**src/rtl/ldc_pkg.sv**
```systemverilog
package ldc_pkg;

    localparam int DATA_W = 32;
    localparam int SIZE_W = 8;
    localparam int CHAN_W = 11;
    localparam int OP_W   = 2;
    localparam int STR_W  = 2;

    // register byte offsets
    localparam int OFF_SIZE = 'h00;
    localparam int OFF_CHAN = 'h04;
    localparam int OFF_CTRL = 'h08;
    localparam int OFF_GO   = 'h0C;
    localparam int OFF_IN   = 'h10;
    localparam int OFF_OUT  = 'h14;
    localparam int OFF_KERN = 'h18;
    localparam int OFF_STAT = 'h1C;

    // control word bit positions
    localparam int CTRL_OP_LO  = 0;
    localparam int CTRL_RELU   = 4;
    localparam int CTRL_BN     = 5;
    localparam int CTRL_STR_LO = 8;

    localparam logic [OP_W-1:0]  OP_PW    = 2'd0;
    localparam logic [OP_W-1:0]  OP_DW    = 2'd1;
    localparam logic [STR_W-1:0] STR_ONE  = 2'd0;
    localparam logic [STR_W-1:0] STR_TWO  = 2'd2;

    typedef struct packed {
        logic [SIZE_W-1:0] size;
        logic [CHAN_W-1:0] chan;
        logic [OP_W-1:0]   op;
        logic              relu;
        logic              bn;
        logic [STR_W-1:0]  stride;
        logic [DATA_W-1:0] in_base;
        logic [DATA_W-1:0] out_base;
        logic [DATA_W-1:0] kern_base;
    } desc_t;

    typedef enum logic [2:0] {
        ST_IDLE,
        ST_LATCH,
        ST_CHECK,
        ST_LAUNCH,
        ST_WAIT,
        ST_FINISH
    } seq_state_t;

endpackage

```
**src/rtl/ldc_regfile.sv**
```systemverilog
module ldc_regfile
    import ldc_pkg::*;
#(
    parameter int REG_AW = 5
) (
    input  logic              clk,
    input  logic              rst_n,
    input  logic              wr_en,
    input  logic [REG_AW-1:0] addr,
    input  logic [DATA_W-1:0] wdata,
    input  logic              lock,
    input  logic              fab_rdy,
    input  logic              err_flag,
    output desc_t             shadow,
    output logic              go_pulse,
    output logic [DATA_W-1:0] rdata
);

    logic wr_ok;

    assign wr_ok    = wr_en && !lock;
    assign go_pulse = wr_ok && (addr == REG_AW'(OFF_GO)) && wdata[0];

    always_ff @(posedge clk) begin
        if (!rst_n) begin
            shadow <= '0;
        end else if (wr_ok) begin
            unique case (addr)
                REG_AW'(OFF_SIZE): shadow.size <= wdata[SIZE_W-1:0];
                REG_AW'(OFF_CHAN): shadow.chan <= wdata[CHAN_W-1:0];
                REG_AW'(OFF_CTRL): begin
                    shadow.op     <= wdata[CTRL_OP_LO +: OP_W];
                    shadow.relu   <= wdata[CTRL_RELU];
                    shadow.bn     <= wdata[CTRL_BN];
                    shadow.stride <= wdata[CTRL_STR_LO +: STR_W];
                end
                REG_AW'(OFF_IN):   shadow.in_base   <= wdata;
                REG_AW'(OFF_OUT):  shadow.out_base  <= wdata;
                REG_AW'(OFF_KERN): shadow.kern_base <= wdata;
                default: ;
            endcase
        end
    end

    always_comb begin
        rdata = '0;
        unique case (addr)
            REG_AW'(OFF_SIZE): rdata[SIZE_W-1:0] = shadow.size;
            REG_AW'(OFF_CHAN): rdata[CHAN_W-1:0] = shadow.chan;
            REG_AW'(OFF_CTRL): begin
                rdata[CTRL_OP_LO +: OP_W]   = shadow.op;
                rdata[CTRL_RELU]            = shadow.relu;
                rdata[CTRL_BN]              = shadow.bn;
                rdata[CTRL_STR_LO +: STR_W] = shadow.stride;
            end
            REG_AW'(OFF_GO):   rdata[0] = lock;
            REG_AW'(OFF_IN):   rdata = shadow.in_base;
            REG_AW'(OFF_OUT):  rdata = shadow.out_base;
            REG_AW'(OFF_KERN): rdata = shadow.kern_base;
            REG_AW'(OFF_STAT): rdata[1:0] = {err_flag, fab_rdy};
            default: rdata = '0;
        endcase
    end

endmodule

```
**src/rtl/ldc_validate.sv**
```systemverilog
module ldc_validate
    import ldc_pkg::*;
#(
    parameter int SIZE_MAX = 160,
    parameter int CHAN_MAX = 1024
) (
    input  desc_t desc,
    output logic  legal,
    output logic  pick_dw
);

    logic op_ok;
    logic size_ok;
    logic chan_ok;
    logic str_ok;

    always_comb begin
        op_ok   = (desc.op == OP_PW) || (desc.op == OP_DW);
        size_ok = 32'(desc.size) <= SIZE_MAX;
        chan_ok = 32'(desc.chan) <= CHAN_MAX;
        str_ok  = (desc.stride == STR_ONE) || (desc.stride == STR_TWO);
        legal   = op_ok && size_ok && chan_ok && str_ok;
        pick_dw = (desc.op == OP_DW);
    end

endmodule

```
**src/rtl/ldc_seq.sv**
```systemverilog
module ldc_seq
    import ldc_pkg::*;
(
    input  logic clk,
    input  logic rst_n,
    input  logic go_pulse,
    input  logic legal,
    input  logic pick_dw,
    input  logic pw_done,
    input  logic dw_done,
    output logic latch_en,
    output logic pw_start,
    output logic dw_start,
    output logic busy,
    output logic fab_rdy,
    output logic err_flag
);

    seq_state_t state;
    seq_state_t nxt;
    logic       done_hit;

    assign done_hit = pick_dw ? dw_done : pw_done;

    always_ff @(posedge clk) begin
        if (!rst_n) state <= ST_IDLE;
        else        state <= nxt;
    end

    always_comb begin
        nxt = state;
        unique case (state)
            ST_IDLE:   if (go_pulse) nxt = ST_LATCH;
            ST_LATCH:  nxt = ST_CHECK;
            ST_CHECK:  nxt = legal ? ST_LAUNCH : ST_FINISH;
            ST_LAUNCH: nxt = ST_WAIT;
            ST_WAIT:   if (done_hit) nxt = ST_FINISH;
            ST_FINISH: nxt = ST_IDLE;
            default:   nxt = ST_IDLE;
        endcase
    end

    always_comb begin
        latch_en = (state == ST_LATCH);
        pw_start = (state == ST_LAUNCH) && !pick_dw;
        dw_start = (state == ST_LAUNCH) &&  pick_dw;
        busy     = (state != ST_IDLE);
    end

    always_ff @(posedge clk) begin
        if (!rst_n) begin
            fab_rdy  <= 1'b0;
            err_flag <= 1'b0;
        end else if (go_pulse) begin
            fab_rdy  <= 1'b0;
            err_flag <= 1'b0;
        end else begin
            if (state == ST_CHECK && !legal) err_flag <= 1'b1;
            if (state == ST_FINISH)          fab_rdy  <= 1'b1;
        end
    end

endmodule

```
**src/rtl/layer_desc_ctrl.sv**
```systemverilog
module layer_desc_ctrl
    import ldc_pkg::*;
#(
    parameter int SIZE_MAX = 160,
    parameter int CHAN_MAX = 1024,
    parameter int REG_AW   = 5
) (
    input  logic              clk,
    input  logic              rst_n,
    input  logic              reg_wr,
    input  logic [REG_AW-1:0] reg_addr,
    input  logic [DATA_W-1:0] reg_wdata,
    output logic [DATA_W-1:0] reg_rdata,
    output logic              pw_start,
    output logic              dw_start,
    input  logic              pw_done,
    input  logic              dw_done,
    output logic [SIZE_W-1:0] eng_size,
    output logic [CHAN_W-1:0] eng_chan,
    output logic              eng_relu,
    output logic              eng_bn,
    output logic              eng_stride2,
    output logic [DATA_W-1:0] eng_in_base,
    output logic [DATA_W-1:0] eng_out_base,
    output logic [DATA_W-1:0] eng_kern_base
);

    desc_t shadow;
    desc_t active;
    logic  go_pulse;
    logic  latch_en;
    logic  legal;
    logic  pick_dw;
    logic  busy;
    logic  fab_rdy;
    logic  err_flag;

    ldc_regfile #(.REG_AW(REG_AW)) u_regs (
        .clk      (clk),
        .rst_n    (rst_n),
        .wr_en    (reg_wr),
        .addr     (reg_addr),
        .wdata    (reg_wdata),
        .lock     (busy),
        .fab_rdy  (fab_rdy),
        .err_flag (err_flag),
        .shadow   (shadow),
        .go_pulse (go_pulse),
        .rdata    (reg_rdata)
    );

    always_ff @(posedge clk) begin
        if (!rst_n)        active <= '0;
        else if (latch_en) active <= shadow;
    end

    ldc_validate #(.SIZE_MAX(SIZE_MAX), .CHAN_MAX(CHAN_MAX)) u_val (
        .desc    (active),
        .legal   (legal),
        .pick_dw (pick_dw)
    );

    ldc_seq u_seq (
        .clk      (clk),
        .rst_n    (rst_n),
        .go_pulse (go_pulse),
        .legal    (legal),
        .pick_dw  (pick_dw),
        .pw_done  (pw_done),
        .dw_done  (dw_done),
        .latch_en (latch_en),
        .pw_start (pw_start),
        .dw_start (dw_start),
        .busy     (busy),
        .fab_rdy  (fab_rdy),
        .err_flag (err_flag)
    );

    assign eng_size      = active.size;
    assign eng_chan      = active.chan;
    assign eng_relu      = active.relu;
    assign eng_bn        = active.bn;
    assign eng_stride2   = (active.stride == STR_TWO);
    assign eng_in_base   = active.in_base;
    assign eng_out_base  = active.out_base;
    assign eng_kern_base = active.kern_base;

endmodule

```
**config.mk**
```make
export PLATFORM = sky130hd
export DESIGN_NAME = layer_desc_ctrl
export DESIGN_NICKNAME = d
export VERILOG_FILES = /design/src/rtl/ldc_pkg.sv /design/src/rtl/ldc_regfile.sv /design/src/rtl/ldc_validate.sv /design/src/rtl/ldc_seq.sv /design/src/rtl/layer_desc_ctrl.sv
export SDC_FILE = /design/constraint.sdc
export NUM_CORES = 1
export LEC_CHECK = 0
export BUFFER_PORTS_ARGS = -buffer_cell sky130_fd_sc_hd__buf_4
export CAP_MARGIN = 20
export CORE_ASPECT_RATIO = 1.25
export CORE_MARGIN = 2
export CORE_UTILIZATION = 55
export DETAILED_ROUTE_END_ITERATION = 10
export PLACE_DENSITY = 0.85
export SETUP_SLACK_MARGIN = 0.02
export SYNTH_ARGS = -nofsm -noshare
export SYNTH_HDL_FRONTEND = slang
export SYNTH_HIERARCHICAL = 1
export SYNTH_SLANG_ARGS = --single-unit
```
**constraint.sdc**
```tcl
create_clock -name clk -period 2.7 [get_ports clk]
set_clock_uncertainty 0.15 [all_clocks]
set_input_delay 0 -clock clk [delete_from_list [all_inputs] [get_ports clk]]
set_output_delay 0 -clock clk [all_outputs]
set_load 0.05 [all_outputs]
```
; Word level (Yosys, flattened, before mapping)
; Cells that the tools add are included.
[totals]
rom_bits = 0
mem_bits_rw = 0
n_memories = 0
register_bits = 247
latch_bits = 0
in_bits = 42
output_inout_bits = 152
[classes]
mux = 13
bitwise_logic = 1
n_addsub = 0
multipliers = 0
n_lt_le_gt_ge = 2
reduce_logical = 27
n_div = 0
n_eq_ne = 16
shifts = 0
[ops]
columns = op, count
row1 = $pmux W21 S3, 1
row2 = $pmux W2 S5, 3
row3 = $eq A5 B5 Y1 const B, 4
row4 = $pmux W3 S5, 1
row5 = $reduce_and A2 Y1, 7
row6 = $pmux W2 S6, 1
row7 = $le A11 B11 Y1 const B, 1
row8 = $eq A5 B4 Y1 const B, 2
row9 = $logic_and A1 B1 Y1, 9
row10 = $mux W3, 3
row11 = $le A8 B8 Y1 const B, 1
row12 = $pmux W1 S8, 1
row13 = $pmux W1 S7, 1
row14 = $eq A3 B2 Y1 const B, 2
row15 = $eq A3 B3 Y1 const B, 2
row16 = $eq A5 B3 Y1 const B, 1
row17 = $logic_not A5 Y1, 1
row18 = $logic_not A2 Y1, 2
row19 = $pmux W1 S4, 1
row20 = $eq A3 B1 Y1 const B, 1
row21 = $logic_not A1 Y1, 3
row22 = $logic_not A3 Y1, 1
row23 = $reduce_bool A3 Y1, 1
row24 = $eq A2 B1 Y1 const B, 1
row25 = 7 further kinds, 8

; Longest topological paths before layout
[logic_depth]
ltp_word = 7
mapped_depth = 7
depth_no_buf = 6

; Modules after synthesis
; The synthesis kept the hierarchy.
[by_module_without_submodules]
columns = mod, cells_per_inst, instances, area_each_um2
row1 = layer_desc_ctrl, 506, 1, 5540.3
row2 = ldc_regfile, 621, 1, 5371.4
row3 = ldc_seq, 30, 1, 251.5
row4 = ldc_validate, 10, 1, 75.1

; Worst setup path before layout
; No wires, ideal clock.
[synth_path]
path_type = register -> register
from = register u_seq.state[2]
to = register u_regs/shadow[64] (netlist name)
n_path_buf = 2
arrival_ns = 2.140
synth_period_minus_slack_ns = 2.407
slack_ns = 0.293
path_stages_with_launch = 8
path_cell_list = dfxtp_1 -> or3_1 -> or4b_4 -> or3_1 -> clkbuf_1 -> clkbuf_1 -> nand2_1 -> a21boi_1
[synth_via]
elab_chain_len = 4
[synth_lines]
columns = element, line_no
row1 = from (decl), ldc_seq.sv:19  ; seq_state_t state;
row2 = from (signal assigned), ldc_seq.sv:27  ; else state <= nxt;
row3 = $reduce_bool A3 Y1, ldc_seq.sv:47  ; busy = (state != ST_IDLE);
row4 = named net busy, layer_desc_ctrl.sv:34  ; logic busy;
row5 = $logic_not A1 Y1, ldc_regfile.sv:21  ; assign wr_ok = wr_en && !lock;
row6 = $logic_and A1 B1 Y1, ldc_regfile.sv:21
row7 = $reduce_and A2 Y1 (no source line), -
; The timed path passes the listed nets, and every way through them passes these cells.
; A chain may end at the register's enable or synchronous reset.

; Worst setup path after layout
[layout_path]
from = register u_seq.state[1]
to = register u_regs/shadow[81] (netlist name)
[layout_via]
elab_chain_len = 4
[layout_lines]
columns = element, line_no
row1 = $reduce_bool A3 Y1, ldc_seq.sv:47
row2 = named net busy, layer_desc_ctrl.sv:34
row3 = $logic_not A1 Y1, ldc_regfile.sv:21
row4 = $logic_and A1 B1 Y1, ldc_regfile.sv:21
row5 = $reduce_and A2 Y1 (no source line), -
; The timed path passes the listed nets, and every way through them passes these cells.

==> metrics.cfg <==
[yosys]
ys_warn_count = 6
synth_edf_count = 0
ys_dominant_reg_cell = dfxtp_1
syn-num-nets = 1209
async_flop_share_pct = 0
syn-cell-area_um2 = 11200
yosysSeqAreaShare_pct = 44.0
postSynthCellCount = 1167
syn_area_per_cell_um2 = 9.63
synth_seq_cells = 247
ys_types = 44

[setup_path]
crit_path_end_kind = flop
crit_top_cell = or3_1
r2r_setup_slack_ns = 0.25
r2r_end = u_regs/shadow[81]$_SDFFE_PN0P_
start_kind = flop
crit_required_ns = 2.94
path_cells = or3_1, or4b_4, or3_1, buf_4, nand2_1, a21boi_1
path_class = reg2reg
cp.arrival_ns = 2.70
crit_path_top_delay_cell = or4b_4
r2r_start = u_seq/state[1]$_SDFFE_PN0P_
max_stage_delay_ns = 0.62
r2r.worst_path.cells = 6
cp_max_fo = 24

[timing]
period_needed_ns = 2.45
timing.final.ws_setup_ns = 0.246
setup_tns_ns = 0
max_freq_mhz = 407
max_slew_margin_pct = 49.5
hold_viol = 0
tightest_slew_ns = 0.757
slew_violations = 0
rsz0062_at_grt = no
setup_viol = 0
min_period_over_period_pct = 90.9

[die]
die_area_um2 = 21600
io_pins = 194
die_y_um = 164
die_x_um = 132
core_area_um2 = 20100
initial_core_util_pct = 55.9
core.rowCount = 58

[grt]
grt_use_total_pct = 25.1
met3_usage_pct = 4.10
antenna_found_initial = 0
grt_use_met2_pct = 47.1
grt.overflow.total = 0
grt_busiest_layer = met2
grt_max_degree = 227
grt_pass1_wl_mm = 43.8
first_global_vias = 8364
grt_use_met1_pct = 29.0

[cells_and_area]
fillerInstances = 1548
syn_to_final_growth_pct = 17.2
regArea_um2 = 4940
nets = 1298
multi_input_area_um2 = 4900
layout-drive-gt1-share_pct = 21.9
utilization_pct = 65.5
final_cells = 1544

[clock_network]
clkLatencyLatePin_ns = 0.51
clkSinkCount = 247
h-tree-depth = 1
cts_tree = yes
cts_setup_buffers = 0
cts.root.buffer_cell = clkbuf_16
cts_buffer_depth = 3
clk_pin_slew_ns = 0.06
cts_made_buffers = 24

[worst_hold_path]
min_path_cells = 6
min_path_type = in2reg
holdPathEnd = u_regs/shadow[94]$_SDFFE_PN0P_
holdCritStartpoint = reg_addr[0]

[pwr]
vdd_drop_max_v = 0.000476
power_frac_clock_pct = 46.8
comb_power_share_pct = 4.5
swShare_pct = 20.6
power_density_nw_per_um2 = 572
power_frac_seq_pct = 48.7
p_int_mw = 5.98
p_switching_mw = 1.55
leakagePower_nw = 5.02

[route]
drt-wirelength-per-cell_um = 18.1
drc = 0
postRouteAntennaNets = 0
viasPerCell = 5.42
drt_pass1_iterations = 6
drt_wl_total_mm = 28.0
dr.first_iter.drc_count = 729
via_count = 8376

[placed_design]
place_inst = 1464
gp_congestion = 0.865
dp_slack_ns = 0.271
hpwl_mm = 18.3
io_buffers = 193

[run_status]
status = finished, final reports clean

[run]
cap_violations = 0

-- layout by cell type (no fill, tap or decap), drive strengths merged, types with 4 or more instances in the layout --
cell	count
dfxtp	247
buf	218
nand2	199
mux2i	153
nor2b	153
a21boi	97
dlygate4sd3	36
clkbuf	33
a222oi	21
inv	21
nor2	14
mux2	6
mux4	6
a21oi	6
clkinv	5
o21ai	5
bufinv	4
or3	4
a22oi	4
nand2b	4
a22o	4
nor4	4
-- registers in the layout, indices dropped and copies added (netlist names), 3 cells and up --
| signal | count |
|---|---|
| u_regs/shadow | 121 |
| eng_in_base | 32 |
| eng_kern_base | 32 |
| eng_out_base | 32 |
| eng_chan | 11 |
| eng_size | 8 |
| active | 4 |
| u_seq/state | 3 |
-- cells by family (layout without fill, tap and decap cells) --
logic type,after synthesis,count (layout),synth area share (%)
AND/OR/NAND/NOR,399,399,18.0
multiplexers,165,165,15.4
AO/OA/AOI/OAI,144,144,9.94
flip-flops,247,247,44.0
buffers and inverters,212,318,12.6
other,0,1,0
-- power groups by stage --
stage	sequential (mW)	combinational, mW	clock [mW]
2_1_floorplan	3.75	0.178	0
3_3_place_gp	3.75	0.290	0
3_5_place_dp	3.75	0.292	0
4_1_cts	3.67	0.336	3.57
5_1_grt	3.67	0.360	3.73
6_report	3.67	0.339	3.53
-- metal layers --
metal	wire length, um	vias to the layer above
met5	0	-
met4	774	0
met3	1900	54
met2	14400	328
met1	10900	4035
li1	-	3959
-- Yosys cell counts, types with 8 or more instances --
cell type	count	area (um^2)
buf_4	119	893
buf_2	8	40.0
a21boi_1	90	676
mux2i_1	153	1530
buf_12	10	200
a222oi_1	21	210
dfxtp_1	247	4940
clkbuf_1	53	199
nor2_1	14	52.6
inv_1	21	78.8
nor2b_1	152	951
nand2_1	199	747
-- per-stage QoR --
stage / power [mW] / instance area [um^2] / hold WS, ns
floorplan: 3.92 / 11200 / -0.0152
global placement: 4.04 / 12000 / 0.116
detailed placement: 4.04 / 12000 / 0.121
CTS: 7.58 / 13200 / 0.0110
global route: 7.76 / 13200 / 0.0366
finish: 7.54 / 13200 / 0.0319
-- what timing repair did --
item                                   in CTS  in global routing
gates resized for setup                     0                  0
endpoints found under the hold margin     144                  0
hold buffers                               36                  0
-- worst max path at each step --
| stage | start | endpoint | cells after the start |
|---|---|---|---|
| final | u_seq/state[1]$_SDFFE_PN0P_ | u_regs/shadow[81]$_SDFFE_PN0P_ | 6 |
| after global routing | u_seq/state[1]$_SDFFE_PN0P_ | u_regs/shadow[88]$_SDFFE_PN0P_ | 6 |
| after CTS | u_seq/state[1]$_SDFFE_PN0P_ | u_regs/shadow[63]$_SDFFE_PN0P_ | 6 |
| after detailed placement | u_seq/state[1]$_SDFFE_PN0P_ | u_regs/shadow[88]$_SDFFE_PN0P_ | 6 |
| after global placement | u_seq/state[1]$_SDFFE_PN0P_ | u_regs/shadow[63]$_SDFFE_PN0P_ | 6 |
| after floorplan | u_seq/state[2]$_SDFFE_PN0P_ | u_regs/shadow[64]$_SDFFE_PN0P_ | 7 |
-- layout make-up --
cell class / count / area share (%)
flip-flops and latches: 247 / 37.5
multi-input cells: 708 / 37.2
repair buffers: 254 / 15.7
clock buffers: 33 / 5.21
well taps: 270 / 2.56
clock inverters: 10 / 1.16
inverters: 21 / 0.598
diodes: 1 / 0.0190
-- critical path, delay by kind of cell (launching register included) --
| kind | cells | cell delay [ns] |
|---|---|---|
| buf+inv | 1 | 0.24 |
| flops | 1 | 0.35 |
| compound gates | 1 | 0.07 |
| simple gates | 4 | 1.50 |
Note: power is estimated with default switching activity, not from simulation.
